**src/rtl/actled_pkg.sv**
```systemverilog
package actled_pkg;

  typedef enum logic [1:0] {
    SPD_NONE = 2'b00,
    SPD_10   = 2'b01,
    SPD_100  = 2'b10,
    SPD_RSVD = 2'b11
  } speed_e;

  typedef struct packed {
    logic load;
    logic clear;
    logic fastMode;
  } stretchCtrl_t;

endpackage

```
**src/rtl/actled_stretch.sv**
```systemverilog
module actled_stretch
  import actled_pkg::*;
#(
  parameter int SLOW_LOG2  = 15,
  parameter int FAST_LOG2  = 12,
  parameter int HOLD_TICKS = 2
) (
  input  logic         clk,
  input  logic         rstN,
  input  stretchCtrl_t ctrl,
  output logic         stretchOn
);

  localparam int CNT_W = $clog2(HOLD_TICKS + 1);
  localparam logic [CNT_W-1:0] HOLD_VAL = CNT_W'(HOLD_TICKS);
  localparam logic [SLOW_LOG2-1:0] UPPER_ONES =
    {{(SLOW_LOG2-FAST_LOG2){1'b1}}, {FAST_LOG2{1'b0}}};

  logic [SLOW_LOG2-1:0] preCnt;
  logic [CNT_W-1:0]     holdCnt;
  logic                 tick;

  always_ff @(posedge clk) begin
    if (!rstN) preCnt <= '0;
    else       preCnt <= preCnt + 1'b1;
  end

  always_comb begin
    if (ctrl.fastMode) tick = &(preCnt | UPPER_ONES);
    else               tick = &preCnt;
  end

  always_ff @(posedge clk) begin
    if (!rstN || ctrl.clear)          holdCnt <= '0;
    else if (ctrl.load)               holdCnt <= HOLD_VAL;
    else if (tick && holdCnt != '0)   holdCnt <= holdCnt - 1'b1;
  end

  assign stretchOn = (holdCnt != '0);

  AST_HOLD_BOUND: assert property (@(posedge clk) disable iff (!rstN)
    holdCnt <= HOLD_VAL);
  AST_LOAD_FULL: assert property (@(posedge clk) disable iff (!rstN)
    (ctrl.load && !ctrl.clear) |=> holdCnt == HOLD_VAL);
  AST_TICK_STEP: assert property (@(posedge clk) disable iff (!rstN)
    (!ctrl.load && !ctrl.clear && tick && stretchOn) |=>
      (holdCnt + CNT_W'(1)) == $past(holdCnt));
  AST_NO_TICK_HOLD: assert property (@(posedge clk) disable iff (!rstN)
    (!ctrl.load && !ctrl.clear && !tick) |=> $stable(holdCnt));
  AST_CLEAR_DROP: assert property (@(posedge clk) disable iff (!rstN)
    ctrl.clear |=> !stretchOn);

endmodule

```
**src/rtl/actled_ctrl.sv**
```systemverilog
module actled_ctrl
  import actled_pkg::*;
(
  input  logic         clk,
  input  logic         rstN,
  input  speed_e       speed,
  input  logic         anegAct,
  input  logic         pktAct,
  input  logic         testFast,
  input  logic         stretchOn,
  output stretchCtrl_t ctrl,
  output logic         ledPullLow,
  output logic         ledOe
);

  logic linkUp;
  logic showNext;
  logic ledDrive;

  assign linkUp = (speed == SPD_10) || (speed == SPD_100);

  always_comb begin
    ctrl.load     = linkUp && pktAct;
    ctrl.clear    = !linkUp;
    ctrl.fastMode = testFast;
  end

  assign showNext = linkUp ? (pktAct || stretchOn) : anegAct;

  always_ff @(posedge clk) begin
    if (!rstN) ledDrive <= 1'b0;
    else       ledDrive <= showNext;
  end

  assign ledPullLow = ledDrive;
  assign ledOe      = ledDrive;

  AST_RESET_IDLE: assert property (@(posedge clk)
    !rstN |=> !ledOe);
  AST_ANEG_FOLLOW: assert property (@(posedge clk) disable iff (!rstN)
    !linkUp |=> ledPullLow == $past(anegAct));
  AST_NOLINK_NO_STRETCH: assert property (@(posedge clk) disable iff (!rstN)
    !linkUp |=> !stretchOn);
  AST_ANEG_IGNORED: assert property (@(posedge clk) disable iff (!rstN)
    (linkUp && !pktAct && !stretchOn) |=> !ledOe);
  AST_PKT_SHOWN: assert property (@(posedge clk) disable iff (!rstN)
    (linkUp && pktAct) |=> (ledPullLow && ledOe));

endmodule

```
**src/rtl/actled_indicator.sv**
```systemverilog
module actled_indicator
  import actled_pkg::*;
#(
  parameter int SLOW_LOG2  = 15,
  parameter int FAST_LOG2  = 12,
  parameter int HOLD_TICKS = 2
) (
  input  logic       clk,
  input  logic       rstN,
  input  logic [1:0] speedSense,
  input  logic       anegAct,
  input  logic       pktAct,
  input  logic       testFast,
  output logic       ledPullLow,
  output logic       ledOe
);

  stretchCtrl_t ctrl;
  logic         stretchOn;

  actled_ctrl u_ctrl (
    .clk       (clk),
    .rstN      (rstN),
    .speed     (speed_e'(speedSense)),
    .anegAct   (anegAct),
    .pktAct    (pktAct),
    .testFast  (testFast),
    .stretchOn (stretchOn),
    .ctrl      (ctrl),
    .ledPullLow(ledPullLow),
    .ledOe     (ledOe)
  );

  actled_stretch #(
    .SLOW_LOG2 (SLOW_LOG2),
    .FAST_LOG2 (FAST_LOG2),
    .HOLD_TICKS(HOLD_TICKS)
  ) u_stretch (
    .clk      (clk),
    .rstN     (rstN),
    .ctrl     (ctrl),
    .stretchOn(stretchOn)
  );

endmodule

```
**config.mk**
```make
export PLATFORM = sky130hd
export DESIGN_NAME = actled_indicator
export DESIGN_NICKNAME = d
export VERILOG_FILES = /design/src/rtl/actled_pkg.sv /design/src/rtl/actled_stretch.sv /design/src/rtl/actled_ctrl.sv /design/src/rtl/actled_indicator.sv
export SDC_FILE = /design/constraint.sdc
export NUM_CORES = 1
export LEC_CHECK = 0
export BUFFER_PORTS_ARGS = -buffer_cell sky130_fd_sc_hd__buf_2
export CORE_MARGIN = 2
export CORE_UTILIZATION = 30
export CTS_CLUSTER_DIAMETER = 60
export CTS_CLUSTER_SIZE = 16
export DETAILED_ROUTE_END_ITERATION = 10
export MAX_ROUTING_LAYER = met4
export PLACE_DENSITY = 0.52
export SLEW_MARGIN = 10
export SYNTH_ARGS = -nofsm -noshare
export SYNTH_HDL_FRONTEND = slang
export SYNTH_HIERARCHICAL = 1
export SYNTH_SLANG_ARGS = --single-unit
```
**constraint.sdc**
```tcl
create_clock -name clk -period 4.4 [get_ports clk]
set_clock_uncertainty 0.1 [all_clocks]
set_input_delay 0.66 -clock clk [delete_from_list [all_inputs] [get_ports clk]]
set_output_delay 0.66 -clock clk [all_outputs]
set_load 0.005 [all_outputs]
```
==> impl_metrics.py, run 1 <==
metrics = {
    "run_status": {
        "status": "finished clean",
    },
    "timing": {
        "setup-tns-final_ps": 0,
        "finalSetupViolCount": 0,
        "max_freq_mhz": 475,
        "hold_viol_final": 0,
        "tightest_slew_ps": 378,
        "rsz0062_at_grt": "false",
        "post-route-period-util": 0.478,
        "final_max_slew_viol_count": 0,
        "max_slew_margin": 0.748,
        "final.min_clock_period_ps": 2100,
    },
    "power": {
        "p_leak_nw": 0.363,
        "cellPowerDensity_nw_per_um2": 307,
        "ir_worst_vdd_mv": 0.236,
    },
    "cts": {
        "clock_latency_ps": 290,
        "post_cts_buffers": 0,
        "htree_levels": 1,
        "cts_resized": 0,
        "cts_tree": "yes",
        "clockBufferDepth": 2,
        "clock-sinks": 18,
        "clk_pin_slew_worst_paths_ps": 100,
        "root_buffer": "clkbuf_4",
        "ctsHoldBuffers": 0,
        "cts_buffers": 3,
    },
    "placement": {
        "io_buffers": 8,
        "place_inst": 130,
        "dp_hpwl_um": 1020,
        "place_congestion": 0.775,
    },
    "global_routing": {
        "grtUsageMet3": 0.0408,
        "grt.busiest_layer": "met2",
        "met1_usage": 0.134,
        "grt_max_degree": 14,
        "grt-ovfl-total": 0,
        "grt_pass1_vias": 599,
        "grt_pass1_wl_um": 2500,
        "grt.total_usage": 0.100,
        "use_met2": 0.141,
        "grt_antenna_before_repair": 0,
    },
    "synthesis": {
        "yosysWarnings": 6,
        "ys_ff_latch": 18,
        "synth_area_leader_cell": "dfxtp_1",
        "synthFlopType": "dfxtp_1",
        "synthArstFlopShare": 0,
        "synth_top_area_share": 0.425,
        "synth.avg_cell_area_um2": 9.02,
        "ys_types": 30,
        "synth_edf_count": 0,
        "netlist_instances": 94,
        "ys_seq_area_frac": 0.425,
        "syn_area_um2": 848,
        "syn-num-nets": 103,
        "synth_area_leaders": "dfxtp_1 (42%), xnor2_1 (6.2%), nor2_1 (5.3%)",
    },
    "setup_path": {
        "timing.rr.start": "u_stretch/preCnt[0]",
        "required_ps": 4490,
        "crit_path_end_kind": "flip-flop",
        "cp_max_fo": 5,
        "crit_start": "u_stretch/preCnt[0]",
        "critPathArrivalTime_ps": 2190,
        "startpoint_type": "flip-flop",
        "worstSetupPathType": "flip-flop to flip-flop",
    },
    "floorplan": {
        "core_area_um2": 2710,
        "dieWidth_um": 57.2,
        "num_rows": 19,
        "start_util": 0.313,
        "die_h_um": 57.2,
        "pin_count": 9,
        "dieArea_um2": 3270,
    },
    "cells_and_area": {
        "fillers": 295,
        "mostFrequentLayoutCells": "dfxtp_1 (18), nor2_1 (12), buf_2 (8), inv_1 (7)",
        "post-route-util": 0.349,
        "area_growth_syn_to_layout_pct": 11.4,
        "fin_nets": 113,
        "insertedDiodeCount": 0,
        "layoutNonFillerInstCount": 134,
        "layout_commonest_cell": "dfxtp_1",
        "drive_gt1_frac": 0.194,
    },
    "route": {
        "num_vias": 624,
        "wl_um": 1350,
        "wl_per_cell_um": 10.1,
        "drt_iter0_markers": 25,
        "dr.pass1.iters": 4,
        "via_per_inst": 4.66,
        "drcViolationCount": 0,
        "ant_nets": 0,
    },
    "flow_run": {
        "maxCapViolations": 0,
    },
    "worst_hold_path": {
        "hp-class": "flip-flop to flip-flop",
        "min_from": "u_stretch/preCnt[0]",
    },
}
-- state kept, by name, indices dropped and copies added (netlist names) --
register           cells
u_ctrl/ledOe           1
u_stretch/holdCnt      2
u_stretch/preCnt      15
-- area by class of cell --
type / instances / area, um2 / share of cell area
multi-input combinational: 66 / 443 / 0.469
inverter: 7 / 26.3 / 0.0278
timing repair buffer: 8 / 40.0 / 0.0424
clock buffer: 4 / 36.3 / 0.0384
tap: 31 / 38.8 / 0.0411
sequential: 18 / 360 / 0.381
-- cells by family (layout without fill, tap and decap cells) --
group	after synthesis	in the layout	synth area share
adder cells (fa/ha/maj)	2	2	0.0295
AND/OR/NAND/NOR	42	42	0.280
buffers and inverters	10	19	0.0531
multiplexers	2	2	0.0295
XOR/XNOR	11	11	0.122
flip-flops	18	18	0.425
AO/OA/AOI/OAI	9	9	0.0605
-- synthesized netlist by cell type (2+ instances only) --
master / instances
dfxtp_1: 18
nand3_1: 5
inv_1: 7
xnor2_1: 6
and3_1: 2
nor3_1: 6
nor4_1: 2
or3_2: 2
o21ai_0: 3
nor2_1: 12
nand2b_1: 2
nand2_1: 4
buf_4: 2
a21oi_1: 3
ha_1: 2
xor2_1: 4
-- per-layer routing --
metal,wire length (um),part of all wire
met1,709,0.52
met2,572,0.42
met3,70,0.052
met4,0,0
met5,0,0
-- metrics by stage --
stage	setup WS [ps]	area, um2	power, mW	hold WS (ps)
after floorplan	2400	848	0.188	342
after global placement	2340	908	0.194	357
after detailed placement	2300	908	0.194	368
after CTS	2290	945	0.296	392
after global routing	2210	945	0.305	405
final	2300	945	0.290	384
-- power by group --
group          total [mW]  internal (mW)  switching (mW)
Combinational      0.0199        0.00954          0.0103
Clock               0.100         0.0504          0.0500
Sequential          0.170          0.167         0.00353
-- critical path, cell delays in order (launching register included) --
cell     delay [ps]
dfxtp_1         400
ha_1            240
nand2_1         110
or4_4           460
or3_4           400
mux2_4          300
-- worst paths after layout --
check / endpoint / slack [ps] / depth (start not counted)
max: u_stretch/holdCnt[0] / 2300 / 5
min: u_stretch/preCnt[0] / 380 / 1
max reg2reg: u_stretch/holdCnt[0] / 2300 / 5
min reg2reg: u_stretch/preCnt[0] / 380 / 1
(Power assumes the default switching activity.)
==> run 2, diff against run 1 <==
clock period = 2 ns   (was 4.4 ns; I/O delays follow)
==> run 2 against run 1 <==
Cell count is 10% higher. Largest cell class unchanged. Register-to-register slack worse by 2200 ps. Critical path depth is 1 higher. Flip-flop and latch count stayed put. Largest power group unchanged. Global-route usage is 1.5 points higher. Highest routed layer unchanged.
==> impl_metrics.py, run 2 (synthesized netlist as in run 1, its figures left out) <==
metrics = {
    "placement": {
        "place_congestion": 0.741,
        "place_ws_ps": 64.9,
        "place_inst": 142,
        "dp_hpwl_um": 1200,
        "dpl_cell_area_um2": 1000,
        "io_buffers": 8,
    },
    "timing": {
        "max_freq_mhz": 522,
        "final_max_slew_viol_count": 0,
        "post-route-period-util": 0.958,
        "final.min_clock_period_ps": 1920,
        "finalSetupViolCount": 0,
        "hold_viol_final": 0,
        "rsz0062_at_grt": "false",
        "fin_ws_ps": 83.8,
        "tightest_slew_ps": 460,
        "whs_ps": 156,
        "max_slew_margin": 0.693,
        "setup-tns-final_ps": 0,
    },
    "global_routing": {
        "grt-ovfl-total": 0,
        "grt_max_degree": 14,
        "grt.total_usage": 0.115,
        "grt_antenna_before_repair": 0,
        "grt_pass1_wl_um": 2850,
        "grt_pass1_vias": 653,
    },
    "route": {
        "drt_iter0_markers": 12,
        "dr.pass1.iters": 4,
        "ant_nets": 0,
        "wl_per_cell_um": 10.7,
        "via_per_inst": 4.72,
        "wl_um": 1590,
        "num_vias": 698,
        "drcViolationCount": 0,
    },
    "power": {
        "ir_worst_vdd_mv": 0.476,
        "p_leak_nw": 0.434,
        "finalPower_mw": 0.657,
        "cellPowerDensity_nw_per_um2": 611,
    },
    "cells_and_area": {
        "layout_commonest_cell": "buf_4",
        "regMostFlops": "u_stretch/preCnt",
        "area_growth_syn_to_layout_pct": 26.7,
        "mostFrequentLayoutCells": "buf_4 (14), nor2_1 (12), dfxtp_1 (11), buf_2 (8)",
        "fillers": 277,
        "stdcell_area_um2": 1070,
        "ff_latch_area_um2": 369,
        "multi_input_area_um2": 459,
        "post-route-util": 0.397,
        "layoutNonFillerInstCount": 148,
        "largest_reg_flops": 15,
        "insertedDiodeCount": 0,
        "drive_gt1_frac": 0.368,
        "fin_nets": 127,
    },
    "cts": {
        "cts_tree": "yes",
        "root_buffer": "clkbuf_4",
        "clock_latency_ps": 290,
        "clockBufferDepth": 2,
        "clock-sinks": 18,
        "ctsHoldBuffers": 0,
        "htree_levels": 1,
        "clk_pin_slew_worst_paths_ps": 100,
        "cts_buffers": 3,
    },
    "setup_path": {
        "r2r_end": "u_stretch/preCnt[14]",
        "reg2reg_slack_ps": 80,
        "critPathArrivalTime_ps": 2050,
        "worstSetupPathType": "flip-flop to flip-flop",
        "r2r.worst_path.cells": 6,
        "timing.rr.start": "u_stretch/preCnt[0]",
        "cp_max_fo": 4,
        "required_ps": 2130,
        "startpoint_type": "flip-flop",
        "crit_path_end_kind": "flip-flop",
    },
    "worst_hold_path": {
        "hp-class": "primary input to flip-flop",
        "hold_end": "u_ctrl/ledOe",
        "hold_depth": 3,
        "min_from": "anegAct",
    },
    "flow_run": {
        "maxCapViolations": 0,
    },
    "run_status": {
        "status": "finished clean",
    },
    "floorplan": {
        "start_util": 0.313,
        "pin_count": 9,
        "dieArea_um2": 3270,
        "die_h_um": 57.2,
        "core_area_um2": 2710,
        "num_rows": 19,
        "dieWidth_um": 57.2,
    },
}
==> run 2: timing repair <==
item / in CTS / in global routing
setup endpoints to repair: 0 / 2
endpoints found under the hold margin: 0 / 0
setup buffers: 0 / 2
resized for setup: 0 / 9
==> run 2: report_power, final <==
part           internal (mW)  switching (mW)
logic                 0.0325          0.0296
registers              0.367         0.00616
clock network          0.111           0.111
==> run 2: final cells by class <==
cell class / instances / area share
clock buffer: 4 / 0.0338
inverter: 7 / 0.0244
multi-input combinational: 66 / 0.427
sequential: 18 / 0.343
tap: 31 / 0.0361
timing repair buffer: 22 / 0.135
==> run 2: worst max-delay path by stage <==
stage                              startpoint  cells after the start                   end  slack (ps)
final                     u_stretch/preCnt[0]                      6  u_stretch/preCnt[14]          80
after global routing      u_stretch/preCnt[2]                      5  u_stretch/preCnt[14]           6
after CTS                 u_stretch/preCnt[1]                      6  u_stretch/preCnt[14]          30
after detailed placement  u_stretch/preCnt[1]                      6  u_stretch/preCnt[14]          60
after global placement    u_stretch/preCnt[5]                      5  u_stretch/preCnt[14]         100
after floorplan           u_stretch/preCnt[0]                      5  u_stretch/holdCnt[0]           8
==> run 2: routing by layer <==
layer | share of wire | vias to the layer above | wire length (um) | track usage
li1 | - | 366 | - | -
met1 | 0.49 | 316 | 771 | 0.141
met2 | 0.46 | 16 | 728 | 0.182
met3 | 0.055 | 0 | 88 | 0.0431
met4 | 0 | 0 | 0 | 0.0199
met5 | 0 | - | 0 | -
==> run 2: critical path, cell delays in order (launching register included) <==
cell,delay (ps)
dfxtp_2,370
ha_4,140
nand2_1,70
or4_4,430
buf_4,160
or3_2,450
a21oi_2,130
